`config.mk`:
```
export PLATFORM = sky130hd
export DESIGN_NAME = hazard_ctrl
export DESIGN_NICKNAME = d
export VERILOG_FILES = /design/src/rtl/hzc_pkg.sv /design/src/rtl/opnd_fwd_sel.sv /design/src/rtl/load_use_det.sv /design/src/rtl/ctrl_dep_det.sv /design/src/rtl/hazard_ctrl.sv
export SDC_FILE = /design/constraint.sdc
export NUM_CORES = 1
export LEC_CHECK = 0
export CORE_UTILIZATION = 30
export DETAILED_ROUTE_END_ITERATION = 8
export PLACE_DENSITY_LB_ADDON = 0.2
export SYNTH_ARGS = -nofsm -noshare
export SYNTH_HDL_FRONTEND = slang
export SYNTH_SLANG_ARGS = --single-unit
```
`constraint.sdc`:
```
create_clock -name vclk -period 1.9
set_input_delay 0.19 -clock vclk [all_inputs]
set_output_delay 0.19 -clock vclk [all_outputs]
set_load 0.03 [all_outputs]
```
`src/rtl/hzc_pkg.sv`:
```
package hzc_pkg;

    localparam int REG_AW   = 5;
    localparam int NUM_OPND = 2;

    typedef logic [REG_AW-1:0] reg_idx_t;

    typedef enum logic [1:0] {
        SRC_REGFILE = 2'b00,
        SRC_WB      = 2'b01,
        SRC_MEM     = 2'b10
    } opnd_src_e;

    // A producer stage: destination and whether it really writes it
    typedef struct packed {
        reg_idx_t rd;
        logic     wen;
    } prod_t;

    // True when the producer updates register r (register 0 never counts)
    function automatic logic prod_hits(prod_t p, reg_idx_t r);
        return p.wen && (p.rd != '0) && (p.rd == r);
    endfunction

endpackage

```
`src/rtl/opnd_fwd_sel.sv`:
```
module opnd_fwd_sel
    import hzc_pkg::*;
#(
    parameter int NSRC = NUM_OPND
) (
    input  reg_idx_t  ex_src [NSRC],
    input  prod_t     mem_p,
    input  logic      mem_is_load,
    input  prod_t     wb_p,
    output opnd_src_e sel    [NSRC]
);

    for (genvar g = 0; g < NSRC; g++) begin : g_opnd
        always_comb begin
            // Memory stage first: it holds the younger value
            if (!mem_is_load && prod_hits(mem_p, ex_src[g]))
                sel[g] = SRC_MEM;
            else if (prod_hits(wb_p, ex_src[g]))
                sel[g] = SRC_WB;
            else
                sel[g] = SRC_REGFILE;
        end

        always_comb begin
            AST_SEL_LEGAL: assert (sel[g] != opnd_src_e'(2'b11))
                else $error("illegal operand select");
            AST_X0_NO_FWD: assert ((ex_src[g] != '0) || (sel[g] == SRC_REGFILE))
                else $error("register 0 forwarded");
        end
    end

endmodule

```
`src/rtl/load_use_det.sv`:
```
module load_use_det
    import hzc_pkg::*;
(
    input  reg_idx_t id_rs1,
    input  reg_idx_t id_rs2,
    input  prod_t    ex_p,
    input  logic     ex_is_load,
    output logic     hit
);

    always_comb begin
        hit = ex_is_load && (prod_hits(ex_p, id_rs1) || prod_hits(ex_p, id_rs2));
    end

endmodule

```
`src/rtl/ctrl_dep_det.sv`:
```
module ctrl_dep_det
    import hzc_pkg::*;
(
    input  logic     id_ctrl,
    input  reg_idx_t id_rs1,
    input  reg_idx_t id_rs2,
    input  prod_t    ex_p,
    input  prod_t    mem_p,
    output logic     hit
);

    logic ex_dep;
    logic mem_dep;

    always_comb begin
        ex_dep  = prod_hits(ex_p, id_rs1)  || prod_hits(ex_p, id_rs2);
        mem_dep = prod_hits(mem_p, id_rs1) || prod_hits(mem_p, id_rs2);
        hit     = id_ctrl && (ex_dep || mem_dep);
    end

endmodule

```
`src/rtl/hazard_ctrl.sv`:
```
module hazard_ctrl
    import hzc_pkg::*;
(
    input  logic [4:0] id_rs1,
    input  logic [4:0] id_rs2,
    input  logic       id_ctrl,
    input  logic       id_taken,
    input  logic [4:0] ex_rs1,
    input  logic [4:0] ex_rs2,
    input  logic [4:0] ex_rd,
    input  logic       ex_wen,
    input  logic       ex_load,
    input  logic [4:0] mem_rd,
    input  logic       mem_wen,
    input  logic       mem_load,
    input  logic [4:0] wb_rd,
    input  logic       wb_wen,
    output logic       pc_hold,
    output logic       ifid_hold,
    output logic       idex_bubble,
    output logic       ifid_flush,
    output logic [1:0] fwd_a,
    output logic [1:0] fwd_b
);

    prod_t     ex_p, mem_p, wb_p;
    reg_idx_t  ex_src [NUM_OPND];
    opnd_src_e sel    [NUM_OPND];
    logic      lu_hit;
    logic      cd_hit;
    logic      stall;

    always_comb begin
        ex_p      = '{rd: ex_rd,  wen: ex_wen};
        mem_p     = '{rd: mem_rd, wen: mem_wen};
        wb_p      = '{rd: wb_rd,  wen: wb_wen};
        ex_src[0] = ex_rs1;
        ex_src[1] = ex_rs2;
    end

    load_use_det u_lu (
        .id_rs1     (id_rs1),
        .id_rs2     (id_rs2),
        .ex_p       (ex_p),
        .ex_is_load (ex_load),
        .hit        (lu_hit)
    );

    ctrl_dep_det u_cd (
        .id_ctrl (id_ctrl),
        .id_rs1  (id_rs1),
        .id_rs2  (id_rs2),
        .ex_p    (ex_p),
        .mem_p   (mem_p),
        .hit     (cd_hit)
    );

    opnd_fwd_sel #(.NSRC(NUM_OPND)) u_fwd (
        .ex_src      (ex_src),
        .mem_p       (mem_p),
        .mem_is_load (mem_load),
        .wb_p        (wb_p),
        .sel         (sel)
    );

    always_comb begin
        stall       = lu_hit || cd_hit;
        pc_hold     = stall;
        ifid_hold   = stall;
        idex_bubble = stall;
        // A branch is only resolved once nothing holds it back
        ifid_flush  = id_taken && !stall;
        fwd_a       = sel[0];
        fwd_b       = sel[1];
    end

    always_comb begin
        AST_FLUSH_EXCL_HOLD: assert (!(ifid_flush && pc_hold))
            else $error("flush during stall");
        AST_TAKEN_ACTS: assert (!id_taken || ifid_flush || pc_hold)
            else $error("taken branch neither flushed nor held");
        AST_MEM_LOAD_NOFWD: assert (!mem_load || (fwd_a != 2'b10 && fwd_b != 2'b10))
            else $error("memory-stage load forwarded");
        AST_LU_STALL_SEEN: assert (!lu_hit || (pc_hold && idex_bubble))
            else $error("load-use not stalled");
    end

endmodule

```
# Word-level counts from Yosys, hierarchy flattened

Index checks and enable logic that the tools add are counted.

Eq/ne operators: 8
Multiplexer cells: 4
Reduce and logical (&&, ||, !) cells: 25

Operators with widths:

| cell                | count |
|---|---|
| equality test 5 bit | 8 |
| logical AND 1 bit   | 16 |
| nonzero test 5 bit  | 3 |
| logical OR 1 bit    | 4 |
| two-way mux 2 bit   | 2 |
| zero test 1 bit     | 2 |
| two-way mux 1 bit   | 2 |

Flip-flop bits (word level): 0
Input port bits: 42
Logic and storage cells: 37

# Longest topological paths before layout

Word-level depth: 9
Mapped depth: 6
Depth with buffers taken out: 4

# Modules after synthesis

From an unflattened synthesis, not the netlist that was laid out.

Cells, all modules: 91
Area, all modules: 686.9 um2

By module, submodules not included:

| module       | times used | cells each | area each (um2) | seq. area each (um2) |
|---|---|---|---|---|
| opnd_fwd_sel | 1          | 35         | 264.0           | 0.0 |
| ctrl_dep_det | 1          | 35         | 261.5           | 0.0 |
| load_use_det | 1          | 17         | 132.6           | 0.0 |
| hazard_ctrl  | 1          | 4          | 28.8            | 0.0 |

# Worst setup path before layout

No wires, ideal clock.

Kind: input to output
From: input mem_rd[2]
To: output fwd_a[0]
Data arrival time: 2.112 ns
Data required time: 1.710 ns
Setup slack: -0.402 ns
Stages on the path: 5
Cells stage by stage: clkbuf_1 or4_4 o211ai_2 nor4_1 nor4_2

Cells in the longest elaborated chain, start to end: 5

RTL lines:

| element             | line               | RTL |
|---|---|---|
| start: declaration  | hazard_ctrl.sv:13  | `input logic [4:0] mem_rd,` |
| nonzero test 5 bit  | hzc_pkg.sv:22      | `return p.wen && (p.rd != '0) && (p.rd == r);` |
| logical AND 1 bit   | hzc_pkg.sv:22      |  |
| logical AND 1 bit * | hzc_pkg.sv:22      |  |
| logical AND 1 bit * | opnd_fwd_sel.sv:16 | `if (!mem_is_load && prod_hits(mem_p, ex_src[g]))` |
| two-way mux 2 bit * | opnd_fwd_sel.sv:16 |  |
| end: declaration    | hazard_ctrl.sv:22  | `output logic [1:0] fwd_a,` |

Every way passes the cells marked *; elsewhere a longest branch is shown, timed or not.

# Worst setup path after layout

From: input mem_rd[0]
To: output fwd_a[0]

The elaborated chain is that of the path after synthesis.

==> report_table.html <==
<table>
<tr><th>Metric</th><th>Value</th></tr>
<tr><th colspan="2">Floorplanning</th></tr>
<tr><td>Die H</td><td>approximately 47 µm</td></tr>
<tr><td>Effective utilization at floorplan</td><td>0.333</td></tr>
<tr><td>Core region area</td><td>0.00180 mm²</td></tr>
<tr><td>Area of the die</td><td>between 0.002 and 0.0025 mm²</td></tr>
<tr><td>Number of core rows</td><td>15</td></tr>
<tr><td>Die boundary width</td><td>46.7 µm</td></tr>
<tr><td>Total I/O pin count</td><td>50</td></tr>
<tr><th colspan="2">Synth</th></tr>
<tr><td>Share of synthesized cell area in full adder, half adder and majority cells</td><td>0</td></tr>
<tr><td>Number of nets in the synthesized netlist</td><td>120</td></tr>
<tr><td>Mapped Cells</td><td>a little under 80</td></tr>
<tr><td>Top cell type's share of synthesized area</td><td>0.379</td></tr>
<tr><td>Fraction of the mapped netlist area in compound gates</td><td>0.123</td></tr>
<tr><td>Count of synthesis-stage warnings from yosys</td><td>0</td></tr>
<tr><td>Combinational family with the most area after synthesis</td><td>XOR/XNOR gates</td></tr>
<tr><td>Most area-hungry cell type in the Yosys netlist</td><td>sky130_fd_sc_hd__xnor2_1</td></tr>
<tr><td>Mean instance size in the synthesized netlist</td><td>7.70 µm²</td></tr>
<tr><td>Multiplexer area fraction after synthesis</td><td>0</td></tr>
<tr><td>Simple-gate area share of the yosys netlist</td><td>0.208</td></tr>
<tr><td>Top post-synthesis cells by area</td><td>sky130_fd_sc_hd__xnor2_1, sky130_fd_sc_hd__xor2_1, sky130_fd_sc_hd__nand3_1</td></tr>
<tr><td>Syn Std Cell Area</td><td>601 µm²</td></tr>
<tr><td>Count of different cell masters after synthesis</td><td>22</td></tr>
<tr><td>Xor-xnor portion of the synthesized cell area</td><td>0.583</td></tr>
<tr><td>Sequential area share after synthesis</td><td>0</td></tr>
<tr><th colspan="2">Pwr</th></tr>
<tr><td>Leakage power summed over all cells</td><td>0.558 nW</td></tr>
<tr><td>IR drop worst, VDD</td><td>0.119 mV</td></tr>
<tr><td>Overall power after layout</td><td>a little under 0.3 mW</td></tr>
<tr><td>Pwr dens</td><td>approximately 220 mW/mm²</td></tr>
<tr><th colspan="2">Min path</th></tr>
<tr><td>Worst Hold End</td><td>fwd_b[0]</td></tr>
<tr><td>HP Start</td><td>ex_rs2[0]</td></tr>
<tr><td>Worst hold stages</td><td>4</td></tr>
<tr><td>HP Class</td><td>in2out</td></tr>
<tr><th colspan="2">Layout</th></tr>
<tr><td>Number of inserted diodes</td><td>0</td></tr>
<tr><td>Filler Cell Count</td><td>154</td></tr>
<tr><td>Fraction of final layout cells sized beyond drive strength 1</td><td>0.333</td></tr>
<tr><td>Area growth, synth to finish</td><td>122%</td></tr>
<tr><td>Layout sequential cell count</td><td>0</td></tr>
<tr><td>Area occupied by multi-input gates</td><td>638 µm²</td></tr>
<tr><td>Final core utilization</td><td>0.740</td></tr>
<tr><td>Sequential cell area</td><td>0 µm²</td></tr>
<tr><td>Post-layout net count</td><td>188</td></tr>
<tr><td>Clock buffer count in the final layout</td><td>0</td></tr>
<tr><th colspan="2">Drt</th></tr>
<tr><td>Detailed-router iteration count before antenna repair</td><td>1</td></tr>
<tr><td>Total number of vias</td><td>795</td></tr>
<tr><td>Number of violations reported at the end of detailed-routing iteration 0</td><td>0</td></tr>
<tr><td>Routed vias/inst</td><td>4.70</td></tr>
<tr><td>Count of unresolved DRC violations after routing</td><td>0</td></tr>
<tr><td>DR WL/cell</td><td>roughly 13 µm</td></tr>
<tr><td>Total routed wirelength</td><td>2.23 mm</td></tr>
<tr><td>Number of antenna-violating nets in the routed design</td><td>0</td></tr>
<tr><th colspan="2">Worst setup path</th></tr>
<tr><td>Crit path required time</td><td>1.71 ns</td></tr>
<tr><td>Largest fanout of any net on the critical path</td><td>2</td></tr>
<tr><td>Critical Path Source Type</td><td>primary input</td></tr>
<tr><td>CP endpoint kind</td><td>output port</td></tr>
<tr><td>Startpoint-to-endpoint class of the critical path</td><td>in2out</td></tr>
<tr><td>Cell repeated most along the worst path</td><td>sky130_fd_sc_hd__buf_6</td></tr>
<tr><td>Cells along the critical path</td><td>buf_6 -&gt; or4_4 -&gt; o211ai_4 -&gt; buf_6 -&gt; nor4_4 -&gt; nor4_4 -&gt; buf_6</td></tr>
<tr><td>Largest incremental delay on the critical path</td><td>approximately 0.55 ns</td></tr>
<tr><td>Data arrival time of the worst path</td><td>1.67 ns</td></tr>
<tr><td>Worst-path cell with the longest stage delay</td><td>sky130_fd_sc_hd__or4_4</td></tr>
<tr><th colspan="2">Run status</th></tr>
<tr><td>Status</td><td>finished, final reports clean</td></tr>
<tr><th colspan="2">Timing</th></tr>
<tr><td>Final hold slack</td><td>a little under 1 ns</td></tr>
<tr><td>Final-report setup violation count</td><td>0</td></tr>
<tr><td>Max_slew headroom</td><td>0.790</td></tr>
<tr><td>Transition time at the pin with the least slew margin</td><td>about 0.31 ns</td></tr>
<tr><td>Final clock period utilization by the worst path</td><td>0.977</td></tr>
<tr><td>Highest attainable clock frequency</td><td>539 MHz</td></tr>
<tr><td>Number of max-slew violations in the final report</td><td>0</td></tr>
<tr><td>Time the worst path needs with I/O delays and setup</td><td>1.86 ns</td></tr>
<tr><td>Number of hold-slack violations in the final timing report</td><td>0</td></tr>
<tr><th colspan="2">Placement</th></tr>
<tr><td>Port-buffer cells</td><td>50</td></tr>
<tr><td>Hpwl dp</td><td>1.86 mm</td></tr>
<tr><td>Placer congestion estimate</td><td>roughly 0.74</td></tr>
<tr><th colspan="2">Global route</th></tr>
<tr><td>Via count of the first global-routing pass</td><td>794</td></tr>
<tr><td>Pin count of the biggest net entering global routing</td><td>5</td></tr>
<tr><td>Number of antenna violations at the first check in global routing</td><td>0</td></tr>
<tr><td>Global router's overall resource usage</td><td>0.203</td></tr>
<tr><td>Global-route congestion overflow total</td><td>0</td></tr>
<tr><td>First-pass GRT wire length</td><td>3.29 mm</td></tr>
<tr><th colspan="2">Job</th></tr>
<tr><td>Number of max-capacitance violations reported</td><td>0</td></tr>
<tr><th colspan="2">Clock network</th></tr>
<tr><td>CTS Hold Buffers Added</td><td>0</td></tr>
</table>
## metal layers
metal / GRT usage / share of wire / wire length (µm) / vias up
met5: 0 / 0 / 0 / -
met3: 0.0115 / 0.055 / 123 / 0
met1: 0.205 / 0.34 / 769 / 364
met2: 0.461 / 0.60 / 1340 / 32
met4: 0 / 0 / 0 / 0
li1: - / - / - / 399
## worst max-delay path: cells and delay by family
kind / cells / cell delay, ns
simple gates: 3 / 0.90
compound gates: 1 / 0.19
buf+inv: 3 / 0.38
## report_power, final
group / internal, mW / switching, mW / total [mW]
combinational: 0.171 / 0.127 / 0.297
clock: 0 / 0 / 0
sequential: 0 / 0 / 0
total: 0.171 / 0.127 / 0.297
## synthesized netlist by cell type (2+ instances only)
library cell,instances
sky130_fd_sc_hd__xnor2_1,26
sky130_fd_sc_hd__clkbuf_1,2
sky130_fd_sc_hd__or4_1,3
sky130_fd_sc_hd__o22ai_1,2
sky130_fd_sc_hd__o21ai_0,2
sky130_fd_sc_hd__nor4_2,2
sky130_fd_sc_hd__buf_4,2
sky130_fd_sc_hd__inv_1,2
sky130_fd_sc_hd__nor4_1,2
sky130_fd_sc_hd__nand3_1,6
sky130_fd_sc_hd__xor2_1,14
sky130_fd_sc_hd__nand2_1,4
sky130_fd_sc_hd__buf_2,2
## per-stage QoR
step | instance area, µm² | setup WS, ns | std cells | TNS [ns]
5_1_grt | 1330 | -0.00560 | 169 | -0.00560
3_5_place_dp | 1280 | -0.545 | 169 | -3.25
2_1_floorplan | 631 | 0.0113 | 78 | 0
6_report | 1330 | 0.0431 | 169 | 0
4_1_cts | 1300 | -0.00430 | 169 | -0.00430
3_3_place_gp | 1280 | -0.524 | 169 | -3.03
## worst max-delay path by stage
stage,from,to,slack [ns],depth (start not counted)
2_1_floorplan,mem_rd[1],fwd_a[0],0.01,5
3_3_place_gp,mem_rd[0],pc_hold,-0.52,5
3_5_place_dp,mem_rd[0],pc_hold,-0.54,5
4_1_cts,mem_rd[0],fwd_a[0],-0.004,8
5_1_grt,mem_rd[3],fwd_a[0],-0.006,7
6_report,mem_rd[0],fwd_a[0],0.04,7
## logic make-up (layout without fill, tap and decap cells)
group                     count (synthesis)  count (layout)
AOI/OAI and AO/OA                         9               9
xor gates and xnor gates                 40              40
buffers and inverters                     9              75
and+or+nand+nor                          20              20
## repair_timing
item | in CTS | in global routing
setup endpoints to repair | 8 | 6
setup buffers | 1 | 1
pin swaps | 9 | 5
gates resized for setup | 55 | 10
## placed cells by master (no fill, tap or decap), drive strengths merged
cell type	synthesis	layout
clkbuf	2	3
nor3	1	1
buf	5	31
nand2	4	4
a22o	1	1
o211a	1	1
xnor2	26	26
xor2	14	14
nand3	6	6
a21oi	1	1
dlymetal6s2s	0	2
o211ai	1	1
nor2	1	1
or4	4	4
o22ai	2	2
nor4	4	4
dlygate4sd2	0	11
clkdlybuf4s50	0	24
a221oi	1	1
inv	2	2
o21ai	2	2
clkdlybuf4s15	0	2
## final cells by class
cell class,count,share of cell area
Multi-Input combinational cell,69,0.479
Timing Repair Buffer,73,0.492
Inverter,2,0.00563
Tap cell,25,0.0235
No activity file was read; power rests on OpenSTA's default activity.
